**src/rtl/page_load_pkg.sv**
```systemverilog
package page_load_pkg;
  typedef enum logic {
    ST_IDLE = 1'b0,
    ST_LOAD = 1'b1
  } load_state_e;
endpackage

```
**src/rtl/pl_strobe_filter.sv**
```systemverilog
module pl_strobe_filter #(
  parameter int ADDR_W    = 15,
  parameter int DATA_W    = 8,
  parameter int MIN_PULSE = 2
) (
  input  logic              clk_i,
  input  logic              rst_ni,
  input  logic              ce_ni,
  input  logic              we_ni,
  input  logic              oe_ni,
  input  logic [ADDR_W-1:0] addr_i,
  input  logic [DATA_W-1:0] data_i,
  output logic              wr_o,
  output logic [ADDR_W-1:0] wr_addr_o,
  output logic [DATA_W-1:0] wr_data_o
);
  localparam int CNT_W = $clog2(MIN_PULSE + 1);

  logic              act, act_q;
  logic [CNT_W-1:0]  cnt_q;
  logic [ADDR_W-1:0] addr_q;
  logic [DATA_W-1:0] data_q;

  assign act = ~ce_ni & ~we_ni & oe_ni;

  always_ff @(posedge clk_i or negedge rst_ni) begin
    if (!rst_ni) begin
      act_q  <= 1'b0;
      cnt_q  <= '0;
      addr_q <= '0;
      data_q <= '0;
    end else begin
      act_q <= act;
      // address on the later falling enable = start of the active window
      if (act && !act_q) begin
        addr_q <= addr_i;
        cnt_q  <= CNT_W'(1);
      end else if (act && cnt_q != CNT_W'(MIN_PULSE)) begin
        cnt_q <= cnt_q + CNT_W'(1);
      end
      if (act) data_q <= data_i;
    end
  end

  assign wr_o      = act_q & ~act & (cnt_q >= CNT_W'(MIN_PULSE));
  assign wr_addr_o = addr_q;
  assign wr_data_o = data_q;
endmodule

```
**src/rtl/pl_page_store.sv**
```systemverilog
module pl_page_store #(
  parameter int SLOT_W = 6,
  parameter int DATA_W = 8
) (
  input  logic                      clk_i,
  input  logic                      rst_ni,
  input  logic                      wr_i,
  input  logic [SLOT_W-1:0]         slot_i,
  input  logic [DATA_W-1:0]         data_i,
  input  logic                      clr_i,
  output logic [(1<<SLOT_W)*DATA_W-1:0] data_o,
  output logic [(1<<SLOT_W)-1:0]    mask_o
);
  localparam int SLOTS = 1 << SLOT_W;

  for (genvar g = 0; g < SLOTS; g++) begin : g_slot
    logic [DATA_W-1:0] byte_q;
    logic              vld_q;
    logic              hit;

    assign hit = wr_i && (slot_i == SLOT_W'(g));

    always_ff @(posedge clk_i or negedge rst_ni) begin
      if (!rst_ni) begin
        byte_q <= '0;
        vld_q  <= 1'b0;
      end else begin
        if (hit) byte_q <= data_i;
        if (clr_i)    vld_q <= 1'b0;
        else if (hit) vld_q <= 1'b1;
      end
    end

    assign data_o[g*DATA_W +: DATA_W] = byte_q;
    assign mask_o[g]                  = vld_q;
  end
endmodule

```
**src/rtl/pl_load_ctrl.sv**
```systemverilog
module pl_load_ctrl
  import page_load_pkg::*;
#(
  parameter int PAGE_W  = 9,
  parameter int WIN_CYC = 1000
) (
  input  logic              clk_i,
  input  logic              rst_ni,
  input  logic              wr_i,
  input  logic [PAGE_W-1:0] wr_page_i,
  input  logic              busy_i,
  output logic              accept_o,
  output logic              commit_o,
  output logic              loading_o,
  output logic [PAGE_W-1:0] page_o,
  output logic              err_o
);
  localparam int TMR_W = $clog2(WIN_CYC);

  load_state_e       state_q;
  logic [TMR_W-1:0]  tmr_q;
  logic [PAGE_W-1:0] page_q;
  logic              err_q;
  logic              live_wr, same_pg, mismatch, expire;

  assign live_wr  = wr_i & ~busy_i;
  assign same_pg  = (wr_page_i == page_q);
  assign accept_o = live_wr & ((state_q == ST_IDLE) | same_pg);
  assign mismatch = live_wr & (state_q == ST_LOAD) & ~same_pg;
  assign expire   = (state_q == ST_LOAD) && (tmr_q == TMR_W'(WIN_CYC - 1)) && !accept_o;

  always_ff @(posedge clk_i or negedge rst_ni) begin
    if (!rst_ni) begin
      state_q <= ST_IDLE;
      tmr_q   <= '0;
      page_q  <= '0;
      err_q   <= 1'b0;
    end else begin
      if (mismatch) err_q <= 1'b1;
      unique case (state_q)
        ST_IDLE: if (accept_o) begin
          state_q <= ST_LOAD;
          page_q  <= wr_page_i;
          tmr_q   <= '0;
        end
        ST_LOAD: begin
          if (accept_o)    tmr_q   <= '0;
          else if (expire) state_q <= ST_IDLE;
          else             tmr_q   <= tmr_q + TMR_W'(1);
        end
        default: state_q <= ST_IDLE;
      endcase
    end
  end

  assign commit_o  = expire;
  assign loading_o = (state_q == ST_LOAD);
  assign page_o    = page_q;
  assign err_o     = err_q;
endmodule

```
**src/rtl/page_load_buf.sv**
```systemverilog
module page_load_buf #(
  parameter int ADDR_W    = 15,
  parameter int SLOT_W    = 6,
  parameter int DATA_W    = 8,
  parameter int WIN_CYC   = 1000,
  parameter int MIN_PULSE = 2
) (
  input  logic                                clk_i,
  input  logic                                rst_ni,
  input  logic                                ce_ni,
  input  logic                                we_ni,
  input  logic                                oe_ni,
  input  logic [ADDR_W-1:0]                   addr_i,
  input  logic [DATA_W-1:0]                   data_i,
  input  logic                                busy_i,
  output logic                                commit_o,
  output logic [ADDR_W-SLOT_W-1:0]            commit_page_o,
  output logic [(1<<SLOT_W)*DATA_W-1:0]       commit_data_o,
  output logic [(1<<SLOT_W)-1:0]              commit_mask_o,
  output logic                                loading_o,
  output logic                                page_err_o
);
  localparam int PAGE_W = ADDR_W - SLOT_W;
  localparam int SLOTS  = 1 << SLOT_W;

  logic              wr;
  logic [ADDR_W-1:0] wr_addr;
  logic [DATA_W-1:0] wr_data;
  logic              accept;
  logic              commit;

  pl_strobe_filter #(
    .ADDR_W(ADDR_W), .DATA_W(DATA_W), .MIN_PULSE(MIN_PULSE)
  ) u_filt (
    .clk_i, .rst_ni, .ce_ni, .we_ni, .oe_ni, .addr_i, .data_i,
    .wr_o(wr), .wr_addr_o(wr_addr), .wr_data_o(wr_data)
  );

  pl_load_ctrl #(
    .PAGE_W(PAGE_W), .WIN_CYC(WIN_CYC)
  ) u_ctrl (
    .clk_i, .rst_ni,
    .wr_i(wr), .wr_page_i(wr_addr[ADDR_W-1:SLOT_W]), .busy_i,
    .accept_o(accept), .commit_o(commit), .loading_o,
    .page_o(commit_page_o), .err_o(page_err_o)
  );

  pl_page_store #(
    .SLOT_W(SLOT_W), .DATA_W(DATA_W)
  ) u_store (
    .clk_i, .rst_ni,
    .wr_i(accept), .slot_i(wr_addr[SLOT_W-1:0]), .data_i(wr_data),
    .clr_i(commit), .data_o(commit_data_o), .mask_o(commit_mask_o)
  );

  assign commit_o = commit;
endmodule

```
**config.mk**
```make
export PLATFORM = sky130hd
export DESIGN_NAME = page_load_buf
export DESIGN_NICKNAME = d
export VERILOG_FILES = /design/src/rtl/page_load_pkg.sv /design/src/rtl/pl_strobe_filter.sv /design/src/rtl/pl_page_store.sv /design/src/rtl/pl_load_ctrl.sv /design/src/rtl/page_load_buf.sv
export SDC_FILE = /design/constraint.sdc
export NUM_CORES = 1
export LEC_CHECK = 0
export BUFFER_PORTS_ARGS = -buffer_cell sky130_fd_sc_hd__buf_2
export CORE_MARGIN = 5
export CORE_UTILIZATION = 45
export CTS_CLUSTER_SIZE = 10
export DETAILED_ROUTE_END_ITERATION = 7
export PLACE_DENSITY_LB_ADDON = 0.15
export SLEW_MARGIN = 30
export SYNTH_ARGS = -nofsm -noshare
export SYNTH_HDL_FRONTEND = slang
export SYNTH_HIERARCHICAL = 1
export SYNTH_SLANG_ARGS = --single-unit
```
**constraint.sdc**
```tcl
create_clock -name clk_i -period 4.37 [get_ports clk_i]
set_input_delay 0.437 -clock clk_i [delete_from_list [all_inputs] [get_ports clk_i]]
set_output_delay 0.437 -clock clk_i [all_outputs]
set_load 0.03 [all_outputs]
```
==> impl_metrics.tcl <==
set metrics [dict create \
    cts_buffer_depth 3 \
    dr.pass1.iters 4 \
    hold_viol_final 0 \
    final_core_util 0.557 \
    rsz0062_at_grt "no" \
    p_leak_nw 17.0 \
    drv_cap 0 \
    tritoncts "yes" \
    die_x_um 243 \
    final_design_area_no_fill_um2 30000 \
    n_fill_cell 4509 \
    use_met1 0.326 \
    syn_avg_cell_area_um2 15.4 \
    yosysSeqAreaShare 0.637 \
    globalRouteMet3Util 0.0803 \
    finalMaxSlewViolations 0 \
    finalNonFillerCells 2872 \
    max_slew_margin 0.339 \
    area_growth_pct 22.3 \
    status "finished clean" \
    r2r.worst_path.cells 13 \
    dieArea_um2 59200 \
    cp.arrival_ns 4.09 \
    clkLatencyLatePin_ns 0.60 \
    min_to "u_filt/wr_addr_o[9]$_DFFE_PN0P_" \
    pre_cts_ws_ns 0.783 \
    worst_slack_ns 0.744 \
    viasPerCell 5.31 \
    ys_types 50 \
    drive_above_1_share 0.625 \
    combPwrFrac 0.090 \
    fin_setup_tns_ns 0 \
    fin_crit_ns 3.63 \
    yosys_warnings 6 \
    hold_class "input port to register" \
    synth_top_cell_area_share 0.637 \
    num_vias 15200 \
    synth_enable_flop_cells 0 \
    grt_pass1_vias 16600 \
    power_frac_clock 0.419 \
    htreeDepth 3 \
    rrSetupSlack_ns 0.74 \
    endpoint_kind "register" \
    rr_endpoint "u_store/g_slot[12].byte_q[4]$_DFFE_PN0P_" \
    p_per_area_nw_per_um2 432 \
    min_from "addr_i[9]" \
    swShare 0.268 \
    grtUsageMet2 0.416 \
    synthTopCellsByArea "dfrtp_1 64%, mux2_2 24%, buf_4 2.1%" \
    yosys.area.top_type "dfrtp_1" \
    antenna_found_initial 5 \
    worstHoldPathCells 2 \
    fmax_ghz 0.276 \
    rows 85 \
    total_power_mw 12.9 \
    drc 0 \
    regArea_um2 15600 \
    grt_max_degree 110 \
    cts-root-buf "clkbuf_16" \
    grt_pass1_wl_um 114000 \
    numCtsBuffers 73 \
    numClockSinks 623 \
    grt-ovfl-total 0 \
    wirelength_um 76700 \
    yosys_most_used_dff "dfrtp_1" \
    finalSetupViolations 0 \
    multi_input_area_um2 7960 \
    fp.dieH_um 243 \
    vdd_ir_drop_max_uv 301 \
    async_flop_share 1.00 \
    wl_per_cell_um 26.7 \
    placed_cell_area_um2 27900 \
    synthesis.area_um2 24500 \
    internal_power_mw 9.47 \
    busiest_layer "met2" \
    io_pins 617 \
    antenna_left 0 \
    min_period_over_period 0.830 \
    dp.cells 2780 \
    required_ns 4.84 \
    post_cts_buffers 0 \
    holdWs_ns 0.0715 \
    ys_ff_latch 623 \
    start_kind "register" \
    initialDrtViolationCount 765 \
    crit_type "register to register" \
    nets 2191 \
    crit_path_max_fanout 22 \
    core_um2 53800 \
    grt.total_usage 0.256 \
    skew_ns 0.0174 \
    routabilityCongestion 0.820 \
    worstMarginPinSlew_ns 0.988 \
    syn_inst 1590 \
    start_util 0.455 \
    power_switching_mw 3.47 \
    cts.clk_slew.worst_paths_ns 0.06 \
    timing.rr.start "u_filt/cnt_q[0]$_DFFE_PN0P_" \
    dp_hpwl_um 52400 \
    synthesis.nets 1621 \
    portBuffers 616 \
    seqPwrFrac 0.491 \
]
==> routing by layer <==
layer	routed length, um	up-vias
met1	31500	8041
li1	-	6584
met4	2640	6
met3	5730	121
met2	36800	496
met5	47	-
==> cell families after synthesis <==
logic type | share of synthesized area
buffers and inverters | 0.0385
AO/OA/AOI/OAI | 0.0197
XOR/XNOR | 0.00608
adder cells (fa/ha/maj) | 0.00102
AND/OR/NAND/NOR | 0.0454
flip-flops | 0.637
multiplexers | 0.252
==> cells in the final DEF (no fill, tap or decap), types with 20 or more instances in the layout <==
| master | n |
|---|---|
| buf_2 | 615 |
| mux2_2 | 518 |
| a21oi_1 | 45 |
| nand2_1 | 21 |
| o21ba_2 | 20 |
| nor2_1 | 47 |
| dfrtp_1 | 614 |
| clkbuf_16 | 76 |
| nand2_2 | 26 |
| buf_4 | 25 |
==> power by group through the flow <==
stage	combinational [mW]	clock, mW	sequential [mW]
6_report	1.16	5.42	6.35
5_1_grt	1.25	5.78	6.39
4_1_cts	1.18	5.54	6.35
3_5_place_dp	1.17	0	6.45
3_3_place_gp	1.15	0	6.44
2_1_floorplan	0.693	0	6.31
==> cells in the mapped netlist, types with 3 or more instances <==
library cell and instances:
dfrtp_1 623, mux2_2 518, buf_4 69, clkbuf_1 62, nor2_1 48, a21oi_1 45, nand2_2 26, nand2_1 21
o21ba_2 20, nor2_2 15, mux2_1 14, inv_1 12, mux2_4 12, buf_2 11, xor2_1 10, buf_1 9
nand3_1 9, xnor2_1 7, and4bb_2 6, nor2_4 5, nand4b_4 4, nor3_1 4, nor4b_4 4, nand2b_1 3
==> layout make-up <==
class                      count  share of cell area
clock buffer                  83              0.0644
clock inverter                 7             0.00372
tap                          696              0.0291
inverter                      12             0.00150
multi-input combinational    800               0.266
sequential                   623               0.521
timing repair buffer         650               0.114
antenna                        1           0.0000835
==> worst max path at each step <==
stage                                      startpoint                                       end  slack [ns]  depth (start not counted)
after detailed placement  u_filt/cnt_q[0]$_DFFE_PN0P_  u_store/g_slot[12].byte_q[4]$_DFFE_PN0P_        0.78                         13
final                     u_filt/cnt_q[0]$_DFFE_PN0P_  u_store/g_slot[12].byte_q[4]$_DFFE_PN0P_        0.74                         13
after floorplan                                 oe_ni  u_store/g_slot[11].byte_q[0]$_DFFE_PN0P_        1.22                         13
after global routing      u_filt/cnt_q[0]$_DFFE_PN0P_  u_store/g_slot[12].byte_q[1]$_DFFE_PN0P_        0.54                         13
after global placement    u_filt/cnt_q[0]$_DFFE_PN0P_  u_store/g_slot[12].byte_q[4]$_DFFE_PN0P_        0.82                         13
after CTS                 u_filt/cnt_q[0]$_DFFE_PN0P_                                  commit_o        0.69                         11
==> worst max-delay path: stages, from the launching register on <==
cell     delay [ns]
dfrtp_1        0.39
inv_1          0.07
ha_1           0.20
o21ai_0        0.11
nor2_1         0.09
nor2b_1        0.24
nor2b_1        0.16
buf_4          0.20
a41o_1         0.52
buf_4          0.26
nor3b_4        0.18
buf_4          0.34
nand2_1        0.33
mux2_2         0.39
==> registers in the layout, indices dropped and copies added (netlist names) <==
signal	cells
u_store/g_slot.vld_q	64
u_filt/cnt_q	2
u_filt/wr_addr_o	15
u_store/g_slot.byte_q	512
u_ctrl/tmr_q	10
u_ctrl/loading_o	1
u_ctrl/page_o	9
u_filt/wr_data_o	8
u_filt/act_q	1
u_ctrl/err_o	1
==> what timing repair did <==
item,in CTS,in global routing
hold buffers,1,0
setup endpoints to repair,0,0
gates resized for setup,0,0
hold endpoints to repair,79,0
No activity file was read; power rests on OpenSTA's default activity.
